File: src/rtl/mpint_pkg.sv
package mpint_pkg;
    localparam int DW    = 32;
    localparam int PRI_W = 4;
    localparam int VEC_W = 8;

    // source word field positions
    localparam int VP_PRI_LSB = 16;
    localparam int VP_LEVEL   = 22;
    localparam int VP_POL     = 23;
    localparam int VP_MASK    = 31;

    // global config bits
    localparam int GC_RESET = 0;
    localparam int GC_PTHRU = 1;

    // word address map
    localparam int A_GCONF    = 8'h00;
    localparam int A_FEAT     = 8'h01;
    localparam int A_SPUR     = 8'h02;
    localparam int A_SRC_BASE = 8'h10;
    localparam int A_CPU_BASE = 8'h40;

    typedef struct packed {
        logic             mask;
        logic             pol;
        logic             level;
        logic [PRI_W-1:0] pri;
        logic [VEC_W-1:0] vec;
    } vecpri_t;

    function automatic logic [DW-1:0] vp_pack(vecpri_t v);
        logic [DW-1:0] w;
        w = '0;
        w[VP_MASK]                 = v.mask;
        w[VP_POL]                  = v.pol;
        w[VP_LEVEL]                = v.level;
        w[VP_PRI_LSB +: PRI_W]     = v.pri;
        w[VEC_W-1:0]               = v.vec;
        return w;
    endfunction

    function automatic vecpri_t vp_unpack(logic [DW-1:0] w);
        vecpri_t v;
        v.mask  = w[VP_MASK];
        v.pol   = w[VP_POL];
        v.level = w[VP_LEVEL];
        v.pri   = w[VP_PRI_LSB +: PRI_W];
        v.vec   = w[VEC_W-1:0];
        return v;
    endfunction
endpackage

File: src/rtl/mpint_src.sv
module mpint_src (
    input  logic clk,
    input  logic rst_n,
    input  logic soft_rst,
    input  logic raw,
    input  logic level,
    input  logic pol_pos,
    input  logic clr,
    output logic pending
);
    typedef struct packed {
        logic samp;
        logic prev;
        logic edge_lat;
    } st_t;

    st_t st_d, st_q;
    logic act_now, act_prev;

    always_comb begin
        act_now  = pol_pos ? st_q.samp : ~st_q.samp;
        act_prev = pol_pos ? st_q.prev : ~st_q.prev;
        st_d      = st_q;
        st_d.samp = raw;
        st_d.prev = st_q.samp;
        if (clr)
            st_d.edge_lat = 1'b0;
        // a new edge wins over a same-cycle clear
        if (!level && act_now && !act_prev)
            st_d.edge_lat = 1'b1;
        if (soft_rst)
            st_d.edge_lat = 1'b0;
        pending = level ? act_now : st_q.edge_lat;
    end

    always_ff @(posedge clk or negedge rst_n) begin
        if (!rst_n) st_q <= '0;
        else        st_q <= st_d;
    end

    assert_edge_held_R8: assert property (@(posedge clk) disable iff (!rst_n)
        (st_q.edge_lat && !clr && !soft_rst) |=> st_q.edge_lat);
endmodule

File: src/rtl/mpint_cpu.sv
module mpint_cpu
    import mpint_pkg::*;
#(
    parameter int N_SRC = 8,
    localparam int IDX_W = (N_SRC > 1) ? $clog2(N_SRC) : 1
) (
    input  logic                        clk,
    input  logic                        rst_n,
    input  logic                        soft_rst,
    input  logic [N_SRC-1:0]            pend,
    input  logic [N_SRC-1:0]            mask,
    input  logic [N_SRC-1:0]            dest,
    input  logic [N_SRC-1:0]            busy,
    input  logic [N_SRC-1:0][PRI_W-1:0] pri,
    input  logic [PRI_W-1:0]            tpri,
    input  logic                        ack,
    input  logic                        eoi,
    output logic                        irq,
    output logic [IDX_W-1:0]            sel,
    output logic [N_SRC-1:0]            isr
);
    typedef struct packed {
        logic [N_SRC-1:0] isr;
    } st_t;

    st_t st_d, st_q;
    logic             best_ok, top_ok;
    logic [IDX_W-1:0] best_idx, top_idx;
    logic [PRI_W-1:0] best_pri, cur_pri;

    always_comb begin
        // current in-service level and the source holding it
        top_ok  = 1'b0;
        top_idx = '0;
        cur_pri = '0;
        for (int s = 0; s < N_SRC; s++) begin
            if (st_q.isr[s] && (!top_ok || pri[s] > cur_pri)) begin
                top_ok  = 1'b1;
                top_idx = IDX_W'(s);
                cur_pri = pri[s];
            end
        end
        // highest eligible source, lowest index on ties
        best_ok  = 1'b0;
        best_idx = '0;
        best_pri = '0;
        for (int s = 0; s < N_SRC; s++) begin
            if (pend[s] && !mask[s] && dest[s] && !busy[s] &&
                pri[s] > tpri && pri[s] > cur_pri &&
                (!best_ok || pri[s] > best_pri)) begin
                best_ok  = 1'b1;
                best_idx = IDX_W'(s);
                best_pri = pri[s];
            end
        end
        st_d = st_q;
        if (ack && best_ok)
            st_d.isr[best_idx] = 1'b1;
        if (eoi && top_ok)
            st_d.isr[top_idx] = 1'b0;
        if (soft_rst)
            st_d.isr = '0;
        irq = best_ok;
        sel = best_idx;
        isr = st_q.isr;
    end

    always_ff @(posedge clk or negedge rst_n) begin
        if (!rst_n) st_q <= '0;
        else        st_q <= st_d;
    end

    assert_ack_marks_R5: assert property (@(posedge clk) disable iff (!rst_n)
        (ack && irq && !soft_rst) |=> st_q.isr[$past(sel)]);

    assert_eoi_retires_R7: assert property (@(posedge clk) disable iff (!rst_n)
        (eoi && !ack && !soft_rst && (st_q.isr != '0)) |=>
        ($countones(st_q.isr) == $countones($past(st_q.isr)) - 1));
endmodule

File: src/rtl/mpint_ctrl.sv
module mpint_ctrl
    import mpint_pkg::*;
#(
    parameter int          N_SRC    = 8,
    parameter int          N_CPU    = 2,
    parameter int          VERSION  = 2,
    parameter int          RST_CYC  = 4,
    parameter logic [7:0]  SPUR_RST = 8'hFF,
    localparam int IDX_W = (N_SRC > 1) ? $clog2(N_SRC) : 1,
    localparam int CNT_W = $clog2(RST_CYC + 1)
) (
    input  logic             clk,
    input  logic             rst_n,
    input  logic             bus_wr,
    input  logic             bus_rd,
    input  logic [7:0]       bus_addr,
    input  logic [31:0]      bus_wdata,
    output logic [31:0]      bus_rdata,
    input  logic [N_SRC-1:0] src_in,
    output logic [N_CPU-1:0] irq_out
);
    localparam logic [DW-1:0] FEAT_WORD =
        {8'h00, 8'(N_SRC - 1), 4'h0, 4'(N_CPU - 1), 4'h0, 4'(VERSION)};

    typedef struct packed {
        vecpri_t [N_SRC-1:0]               vp;
        logic    [N_SRC-1:0][N_CPU-1:0]    dest;
        logic    [N_CPU-1:0][PRI_W-1:0]    tpri;
        logic    [VEC_W-1:0]               spur;
        logic                              pthru;
        logic    [CNT_W-1:0]               rcnt;
        logic    [DW-1:0]                  rdata;
    } st_t;

    function automatic st_t rst_state();
        st_t r;
        r = '0;
        for (int s = 0; s < N_SRC; s++) r.vp[s].mask = 1'b1;
        for (int c = 0; c < N_CPU; c++) r.tpri[c] = '1;
        r.spur = SPUR_RST;
        return r;
    endfunction

    st_t st_d, st_q;
    logic                              soft_rst;
    logic [DW-1:0]                     rd_word;
    logic [N_CPU-1:0]                  ack_v, eoi_v, irq_v;
    logic [N_CPU-1:0][IDX_W-1:0]       sel;
    logic [N_CPU-1:0][N_SRC-1:0]       isr_a, dest_col;
    logic [N_SRC-1:0]                  pend_v, mask_v, level_v, pol_v, busy_v, clr_v;
    logic [N_SRC-1:0][PRI_W-1:0]       pri_a;
    logic                              unused_wdata;

    assign unused_wdata = ^bus_wdata;
    assign soft_rst     = (st_q.rcnt != '0);
    assign bus_rdata    = st_q.rdata;
    assign irq_out      = irq_v;

    // unpack configuration for the sub-blocks
    always_comb begin
        for (int s = 0; s < N_SRC; s++) begin
            mask_v[s]  = st_q.vp[s].mask;
            level_v[s] = st_q.vp[s].level;
            pol_v[s]   = st_q.vp[s].pol;
            pri_a[s]   = st_q.vp[s].pri;
            for (int c = 0; c < N_CPU; c++)
                dest_col[c][s] = st_q.dest[s][c];
        end
        busy_v = '0;
        for (int c = 0; c < N_CPU; c++)
            busy_v = busy_v | isr_a[c];
        clr_v = '0;
        for (int c = 0; c < N_CPU; c++)
            for (int s = 0; s < N_SRC; s++)
                if (ack_v[c] && sel[c] == IDX_W'(s))
                    clr_v[s] = 1'b1;
    end

    // register file, bus decode and soft reset
    always_comb begin
        st_d    = st_q;
        rd_word = st_q.rdata;
        ack_v   = '0;
        eoi_v   = '0;
        if (bus_rd) begin
            rd_word = '0;
            if (bus_addr == 8'(A_GCONF)) begin
                rd_word[GC_RESET] = soft_rst;
                rd_word[GC_PTHRU] = st_q.pthru;
            end
            if (bus_addr == 8'(A_FEAT)) rd_word = FEAT_WORD;
            if (bus_addr == 8'(A_SPUR)) rd_word = DW'(st_q.spur);
            for (int s = 0; s < N_SRC; s++) begin
                if (bus_addr == 8'(A_SRC_BASE + 2 * s))     rd_word = vp_pack(st_q.vp[s]);
                if (bus_addr == 8'(A_SRC_BASE + 2 * s + 1)) rd_word = DW'(st_q.dest[s]);
            end
            for (int c = 0; c < N_CPU; c++) begin
                if (bus_addr == 8'(A_CPU_BASE + 4 * c)) rd_word = DW'(st_q.tpri[c]);
                if (bus_addr == 8'(A_CPU_BASE + 4 * c + 1)) begin
                    rd_word = DW'(st_q.spur);
                    if (!soft_rst && irq_v[c]) begin
                        rd_word  = DW'(st_q.vp[sel[c]].vec);
                        ack_v[c] = 1'b1;
                    end
                end
            end
        end
        st_d.rdata = rd_word;
        if (bus_wr && !soft_rst) begin
            if (bus_addr == 8'(A_GCONF)) begin
                st_d.pthru = bus_wdata[GC_PTHRU];
                if (bus_wdata[GC_RESET]) st_d.rcnt = CNT_W'(RST_CYC);
            end
            if (bus_addr == 8'(A_SPUR)) st_d.spur = bus_wdata[VEC_W-1:0];
            for (int s = 0; s < N_SRC; s++) begin
                if (bus_addr == 8'(A_SRC_BASE + 2 * s))     st_d.vp[s]   = vp_unpack(bus_wdata);
                if (bus_addr == 8'(A_SRC_BASE + 2 * s + 1)) st_d.dest[s] = bus_wdata[N_CPU-1:0];
            end
            for (int c = 0; c < N_CPU; c++) begin
                if (bus_addr == 8'(A_CPU_BASE + 4 * c))     st_d.tpri[c] = bus_wdata[PRI_W-1:0];
                if (bus_addr == 8'(A_CPU_BASE + 4 * c + 2)) eoi_v[c]     = 1'b1;
            end
        end
        if (soft_rst) begin
            st_d       = rst_state();
            st_d.rcnt  = st_q.rcnt - 1'b1;
            st_d.rdata = rd_word;
        end
    end

    always_ff @(posedge clk or negedge rst_n) begin
        if (!rst_n) st_q <= rst_state();
        else        st_q <= st_d;
    end

    for (genvar s = 0; s < N_SRC; s++) begin : g_src
        mpint_src u_src (
            .clk      (clk),
            .rst_n    (rst_n),
            .soft_rst (soft_rst),
            .raw      (src_in[s]),
            .level    (level_v[s]),
            .pol_pos  (pol_v[s]),
            .clr      (clr_v[s]),
            .pending  (pend_v[s])
        );
    end

    for (genvar c = 0; c < N_CPU; c++) begin : g_cpu
        mpint_cpu #(.N_SRC(N_SRC)) u_cpu (
            .clk      (clk),
            .rst_n    (rst_n),
            .soft_rst (soft_rst),
            .pend     (pend_v),
            .mask     (mask_v),
            .dest     (dest_col[c]),
            .busy     (busy_v),
            .pri      (pri_a),
            .tpri     (st_q.tpri[c]),
            .ack      (ack_v[c]),
            .eoi      (eoi_v[c]),
            .irq      (irq_v[c]),
            .sel      (sel[c]),
            .isr      (isr_a[c])
        );

        assert_task_full_blocks_R4: assert property (@(posedge clk) disable iff (!rst_n)
            (st_q.tpri[c] == '1) |-> !irq_out[c]);

        assert_irq_backed_R10: assert property (@(posedge clk) disable iff (!rst_n)
            irq_out[c] |-> (|(~mask_v & dest_col[c] & pend_v & ~busy_v)));
    end

    assert_rst_quiet_R11: assert property (@(posedge clk) disable iff (!rst_n)
        soft_rst |=> (irq_out == '0));
endmodule

File: config.mk
export PLATFORM = sky130hd
export DESIGN_NAME = mpint_ctrl
export DESIGN_NICKNAME = d
export VERILOG_FILES = /design/src/rtl/mpint_pkg.sv /design/src/rtl/mpint_src.sv /design/src/rtl/mpint_cpu.sv /design/src/rtl/mpint_ctrl.sv
export SDC_FILE = /design/constraint.sdc
export NUM_CORES = 1
export LEC_CHECK = 0
export CAP_MARGIN = 20
export CORE_MARGIN = 8
export CORE_UTILIZATION = 24
export CTS_CLUSTER_DIAMETER = 120
export DETAILED_ROUTE_END_ITERATION = 8
export GPL_TIMING_DRIVEN = 0
export MAX_ROUTING_LAYER = met4
export SYNTH_ARGS = -nofsm -noshare
export SYNTH_HDL_FRONTEND = slang
export SYNTH_SLANG_ARGS = --single-unit
export TNS_END_PERCENT = 30
File: constraint.sdc
create_clock -name clk -period 31.7 [get_ports clk]
set_input_delay 4.755 -clock clk [delete_from_list [all_inputs] [get_ports clk]]
set_output_delay 4.755 -clock clk [all_outputs]
set_load 0.03 [all_outputs]
Word level (Yosys, flattened, before mapping):

Index checks and enable logic that the tools add are counted.

* register bits after elaboration: 228
* word-level logic and storage cells: 726

* add/subtract/negate cells: 1
* $lt $le $gt $ge: 68
* equality and inequality tests: 38
* muxes and demuxes: 229
* bitwise logic cells: 23
* reduce and logical (&&, ||, !) cells: 287

Operator list (count)
* $mux W32: 22
* $gt A4 B4 Y1: 60
* $mux W188: 1
* $mux W156: 1
* $logic_and A1 B1 Y1: 143
* $mux W4: 33
* $eq A8 B5 Y1 const B: 16
* $mux W15: 8
* $mux W1: 110
* $bmux W15 S3: 2
* $mux W8: 11
* $logic_not A1 Y1: 61
* $mux W3: 17
* $eq A8 B7 Y1 const B: 6
* $reduce_bool A2 Y1: 22
* $reduce_and A2 Y1: 20
* $mux W2: 19
* $logic_or A1 B1 Y1: 28
* $reduce_bool A3 Y1: 9
* $eq A3 B3 Y1 const B: 8
* $or A8 B8 Y8: 3
* $mux W19: 1
* $and A8 B8 Y8: 2
* $lt A3 B4 Y1 const B: 4
* other kinds (12): 39

Depth between registers and ports, before layout:

Gate-level depths: netlist of run 1.

* depth after elaboration: 70
* gate-level depth with buffers: 137
* gate-level depth less buffers: 133

Cells and area by module:

From an unflattened synthesis of run 1, not the netlist that was laid out.

* cell total of the unflattened synthesis: 2451
* area, all modules: 20756.2 um^2

Modules (own cells, without submodules)
* mpint_ctrl: times used 1, cells an instance 1198, area each 10410.0 um^2
* mpint_cpu at g_cpu[0].u_cpu: times used 1, cells an instance 597, area each 4767.1 um^2
* mpint_cpu at g_cpu[1].u_cpu: times used 1, cells an instance 584, area each 4548.1 um^2
* mpint_src: times used 8, cells an instance 9, area each 128.9 um^2

Least setup slack after synthesis of run 1:

Ideal clock, no wire load.

* kind: reg-to-reg
* start point: register g_cpu[0].u_cpu.st_q (netlist bit g_cpu[0].u_cpu.isr[0])
* end point: register st_q (netlist bit bus_rdata[4])
* arrival: 22.435 ns
* setup slack: 9.141 ns
* cell stages (with the launch flop): 127
* clock period less this slack: 22.559 ns
* cells stage by stage: dfrtp_1 buf_4 inv_2 nor2_1 inv_2 ha_1 nand2_1 o21bai_1 a21oi_1 mux2_2 ha_1 nor2b_1 o211ai_1 a31oi_1 nor2_1 a21oi_1 inv_1 ha_1 [... 91 more ...] a41o_1 o41ai_2 and2_1 clkbuf_2 mux2_2 ha_1 nor2b_1 o21ai_0 nand2b_1 a21oi_1 a41oi_1 inv_1 o41ai_1 a22oi_1 nand2_1 a2111oi_0 o41ai_1 o21bai_1

* word-level cells in the longest chain between the ends: 68
* elaborated cells between the ends (all ways): 179
* those cells by class: 29 x order compare; 70 x mux; 1 x bitwise; 79 x reduce/logical

Ends and longest elaborated chain
* from (decl): RTL line mpint_cpu.sv:26 `st_t st_d, st_q;`
* from (signal assigned): RTL line mpint_cpu.sv:70 `else st_q <= st_d;`
* $mux W4 or $mux W1 (tied branches): RTL line mpint_cpu.sv:37 `if (st_q.isr[s] && (!top_ok || pri[s] > cur_pri)) begin`
* $gt A4 B4 Y1 or $logic_not A1 Y1 (tied branches): RTL line mpint_cpu.sv:37
* $logic_or A1 B1 Y1: RTL line mpint_cpu.sv:37
* $logic_and A1 B1 Y1: RTL line mpint_cpu.sv:37
* $mux W4 or $mux W1 (tied branches): RTL line mpint_cpu.sv:37
* $gt A4 B4 Y1 or $logic_not A1 Y1 (tied branches): RTL line mpint_cpu.sv:37
* $logic_or A1 B1 Y1: RTL line mpint_cpu.sv:37
* $logic_and A1 B1 Y1: RTL line mpint_cpu.sv:37
* [... 52 more ...]
* $bmux W15 S3: RTL line mpint_ctrl.sv:102 `rd_word = DW'(st_q.vp[sel[c]].vec);`
* $mux W8 (implied by the code): RTL line mpint_ctrl.sv:102
* $mux W8: RTL line mpint_ctrl.sv:101 `if (!soft_rst && irq_v[c]) begin`
* $mux W32: RTL line mpint_ctrl.sv:99 `if (bus_addr == 8'(A_CPU_BASE + 4 * c + 1)) begin`
* $mux W32: RTL line mpint_ctrl.sv:98 `if (bus_addr == 8'(A_CPU_BASE + 4 * c)) rd_word = DW'(st_q.tpri[c]);`
* $mux W32 (*): RTL line mpint_ctrl.sv:99
* $mux W32 (*): RTL line mpint_ctrl.sv:85 `if (bus_rd) begin`
* $mux W188 (*): RTL line mpint_ctrl.sv:124 `if (soft_rst) begin`
* to (signal assigned): RTL line mpint_ctrl.sv:132 `if (!rst_n) st_q <= rst_state();`
* to (signal assigned): RTL line mpint_ctrl.sv:133 `else st_q <= st_d;`
* to (decl): RTL line mpint_ctrl.sv:44 `st_t st_d, st_q;`

Mark *: on every way between the ends. The rest lies on a longest branch, timed or not. The select of a mux whose other input is x is not followed.
A chain may end at the register's enable or synchronous reset.

Worst setup path in the final report of run 1:

* start point: register st_q (netlist bit pri_a[3])
* end point: register g_src[5].u_src.st_q[0] (netlist bit)

* word-level cells in the longest chain between the ends: 68
* elaborated cells between the ends (all ways): 232
* those cells by class: 46 x order compare; 2 x eq/ne; 79 x mux; 105 x reduce/logical

Ends and longest elaborated chain
* $mux W4: RTL line mpint_cpu.sv:37
* $gt A4 B4 Y1: RTL line mpint_cpu.sv:37
* $logic_or A1 B1 Y1: RTL line mpint_cpu.sv:37
* $logic_and A1 B1 Y1: RTL line mpint_cpu.sv:37
* $mux W4 or $mux W1 (tied branches): RTL line mpint_cpu.sv:37
* $gt A4 B4 Y1 or $logic_not A1 Y1 (tied branches): RTL line mpint_cpu.sv:37
* $logic_or A1 B1 Y1: RTL line mpint_cpu.sv:37
* $logic_and A1 B1 Y1: RTL line mpint_cpu.sv:37
* [... 52 more ...]
* $logic_and A1 B1 Y1: RTL line mpint_ctrl.sv:101
* $mux W1: RTL line mpint_ctrl.sv:101
* $mux W1: RTL line mpint_ctrl.sv:99
* $mux W2: RTL line mpint_ctrl.sv:85
* $logic_and A1 B1 Y1: RTL line mpint_ctrl.sv:75 `if (ack_v[c] && sel[c] == IDX_W'(s))`
* $mux W1: RTL line mpint_ctrl.sv:75
* $mux W1 (*): RTL line mpint_ctrl.sv:75
* $reduce_bool A3 Y1 (no source line) (*)
* to (signal assigned): RTL line mpint_src.sv:38 `else st_q <= st_d;`
* to (decl): RTL line mpint_src.sv:17 `st_t st_d, st_q;`

Mark *: on every way between the ends. The rest lies on a longest branch, timed or not.

==> results of run 1 <==
## worst register-to-register path: cells and delay by family (launching register included)
kind | cells | cell delay (ps)
AOI/OAI and AO/OA | 53 | 11710
adders and majority gates | 15 | 4480
muxes | 11 | 3730
DFF | 1 | 710
and+or+nand+nor | 36 | 5740
buffers and inverters | 11 | 1600
## logic make-up (layout without fill, tap and decap cells)
group	count (synthesis)	after routing
and+or+nand+nor	931	931
other	1	19
xor gates and xnor gates	17	17
AOI/OAI and AO/OA	704	704
DFF	212	212
adders and majority gates	222	222
buffers and inverters	259	344
muxes	134	134
## cell usage in the layout, fill, tap and decap left out, types with 42 or more instances in the layout
master	n
nor2_1	145
o21ai_0	112
buf_4	42
ha_1	221
nor2b_1	50
a21oi_1	216
dfrtp_1	188
inv_1	107
mux2_2	51
mux2i_1	75
nand2_1	441
clkbuf_1	91
nand3_1	78
## flip-flops by register name, indices dropped and copies added, names as in the netlist
name              flops
st_q                 84
pri_a                32
bus_rdata            16
dest_col             16
g_cpu.u_cpu.isr      16
g_src.u_src.st_q     16
g_src.u_src.st_d      8
level_v               8
mask_v                8
pol_v                 8
## how the worst min path moves through the flow
stage | start | endpoint | depth (start not counted) | slack [ps]
CTS | g_src[1].u_src.st_d[1] | g_src[1].u_src.st_q[1] | 0 | 450
global placement | g_src[1].u_src.st_d[1] | g_src[1].u_src.st_q[1] | 0 | 440
detailed placement | g_src[1].u_src.st_d[1] | g_src[1].u_src.st_q[1] | 0 | 430
global route | g_src[1].u_src.st_d[1] | g_src[1].u_src.st_q[1] | 0 | 470
finish | g_src[1].u_src.st_d[1] | g_src[1].u_src.st_q[1] | 0 | 450
floorplan | g_src[1].u_src.st_d[1] | g_src[1].u_src.st_q[1] | 0 | 410
## stage by stage
| stage | power [uW] | hold slack [ps] | cell area, um2 |
|---|---|---|---|
| 3_3_place_gp | 394 | 436 | 21800 |
| 3_5_place_dp | 396 | 434 | 21900 |
| 6_report | 692 | 452 | 22700 |
| 2_1_floorplan | 337 | 412 | 20100 |
| 5_1_grt | 710 | 473 | 22700 |
| 4_1_cts | 693 | 448 | 22700 |
## final cells by class
class,instances,area [um2],area share [%]
multi-input combinational,2024,13600,59.8
tap,1080,1350,5.94
inverter,110,413,1.82
antenna,3,7.51,0.0330
timing repair buffer,44,470,2.07
clock inverter,12,189,0.831
clock buffer,29,638,2.81
sequential,212,5340,23.5
buffer,149,746,3.28
## cells in the mapped netlist (all sizes together) (9+ instances only)
library cell	instances
nor2	149
and3	19
buf	52
a31oi	22
o2111ai	15
a41o	12
a21oi	220
o211a	10
a21o	31
nand4	36
and2	28
nor3	36
or2	13
inv	110
nor2b	50
o211ai	20
mux2	57
a22oi	25
clkbuf	97
xnor2	17
o21ai	123
o21a	38
a211oi	31
o221a	12
o22ai	14
nor4	14
nand2b	35
a221oi	27
or3	10
nand3	80
dfstp	24
mux2i	77
nand2	442
o31ai	9
ha	221
a41oi	9
dfrtp	188
## metal layers
layer	track usage, %	part of all wire, %	vias to the layer above
met5	-	0	-
met3	2.45	8.2	239
met2	28.3	45	957
li1	-	-	9186
met1	22.6	41	9652
met4	8.37	5.4	0
## power groups by stage
| stage | registers (uW) | logic (uW) | clock network (uW) |
|---|---|---|---|
| floorplan | 284 | 53.5 | 0 |
| global placement | 286 | 109 | 0 |
| detailed placement | 285 | 110 | 0 |
| CTS | 281 | 110 | 302 |
| global route | 281 | 116 | 312 |
| finish | 281 | 112 | 299 |
==> flow_summary.toml, run 1 <==
[power_and_ir_drop]
p_int_uw = 481
p_switching_uw = 211
power.density_nw_per_um2 = 30.4
clkPwrFrac_pct = 43.3
switching_share_pct = 30.5
cellLeakagePower_uw = 0.00938
vdd_ir_drop_max_v = 0.0000338
power.share.combinational_pct = 16.2
p_seq_share_pct = 40.6

[setup_path]
crit_fanout = 11
reg2reg_to = "g_src[5].u_src.st_q[0]"
rr_worst_depth = 126
cp.arrival_ps = 28580
cp-endpoint = "g_src[5].u_src.st_q[0]"
crit_type = "reg -> reg"
cp_top_family = "compound AO/OA/AOI/OAI gates"
cp_num_buf_inv = 11
worst_path_most_repeated_cell = "ha_1"
r2r_start = "pri_a[3]"
max_stage_delay_ps = 860
end_kind = "flop"
worst_path_max_delay_cell = "a22oi_1"
regToRegSetupSlack_ps = 3510
crit_start = "pri_a[3]"
path_depth = 126
crit_path_start_kind = "flop"
critPathRequiredTime_ps = 32090

[clock_network]
ctsResizeCount = 0
htreeDepth = 1
clockRootBuffer = "clkbuf_16"
clock_sinks = 212
insertion_delay_ps = 550
post_cts_buffers = 0
cts_buffer_depth = 3
holdBufCountCts = 0
clkSlewWorstSetupHoldPaths_ps = 60
cts_made_buffers = 23
cts_tree = "done"

[global_route]
antenna_found_initial = 1
grt_overflow = 0
grt_pass1_wl_um = 125000
grt_max_degree = 90
grt_usage_pct = 17.9
grt_pass1_vias = 19100

[flow_run]
drv_cap = 0

[drt]
drc = 0
viasPerCell = 5.47
drt-total-wl_um = 85200
detail_route.iter0.violations = 2324
drt-wirelength-per-cell_um = 23.3
via_count = 20000
antenna_left = 0
drtPass1Iterations = 7

[synthesis]
synth-simple-area-share_pct = 21.4
synthMuxAreaShare_pct = 7.21
yosys.area.top_type_share_pct = 23.5
ys_warn_count = 0
synth_top_family_by_area = "compound AO/OA/AOI/OAI gates"
netlist_area_um2 = 20000
ys_seq_area_share_pct = 26.6
synth_edf_count = 0
synth_area_leaders = "dfrtp_1 23%, ha_1 14%, nand2_1 8.3%, a21oi_1 5.4%, mux2i_1 3.7%"
synth_seq_cells = 212
synth-compound-area-share_pct = 24.3
yosysTopAreaCell = "dfrtp_1"
synthCells = 2480
async_flop_share_pct = 100
ys_types = 113
avgSynthCellArea_um2 = 8.08
yosys_most_used_dff = "dfrtp_1"
yosys.area_share.adder_pct = 13.9
yosys.area_share.xor_xnor_pct = 0.743

[die]
die_h_um = 305
fp.dieW_um = 305
row_count = 106
pin_count = 86
core_area_um2 = 83200
dieArea_um2 = 92900
start_util_pct = 24.1

[sta]
fmax_mhz = 35.5
fin_crit_sh_pct = 88.9
min_period_ps = 28190
setup_viol = 0
max_slew_margin_pct = 24.6
fin_skew_ps = 21.4
tightest_slew_ps = 1130
totalNegativeSetupSlack_ps = 0
slew_violations = 0
hold_viol = 0
fin_ws_ps = 3510
rsz0062_at_grt = "false"

[finish]
fin_util_pct = 27.3
syn_to_final_growth_pct = 13.5
drive_above_1_share_pct = 9.84
final_cell_count_no_fill = 3663
fillers = 8952
nets = 2837

[placement]
pre_cts_slack_ps = 4030
io_buffers = 39
dp_hpwl_um = 67500
dp_cells = 3619
place_congestion = 0.995

[hold_path]
hold_class = "reg -> reg"

[outcome]
status = "finished clean"
(Power assumes the default switching activity.)
==> inputs of run 2 (changes only) <==
--- a/constraint.sdc
+++ b/constraint.sdc
@@ -3,2 +3,2 @@
 set_output_delay 4.755 -clock clk [all_outputs]
-set_load 0.03 [all_outputs]
+set_load 0.005 [all_outputs]
==> results of run 2 <==
The final DEF is identical to that of run 1. Status: finished clean.
Among the figures that moved: total power 692 uW -> 688 uW
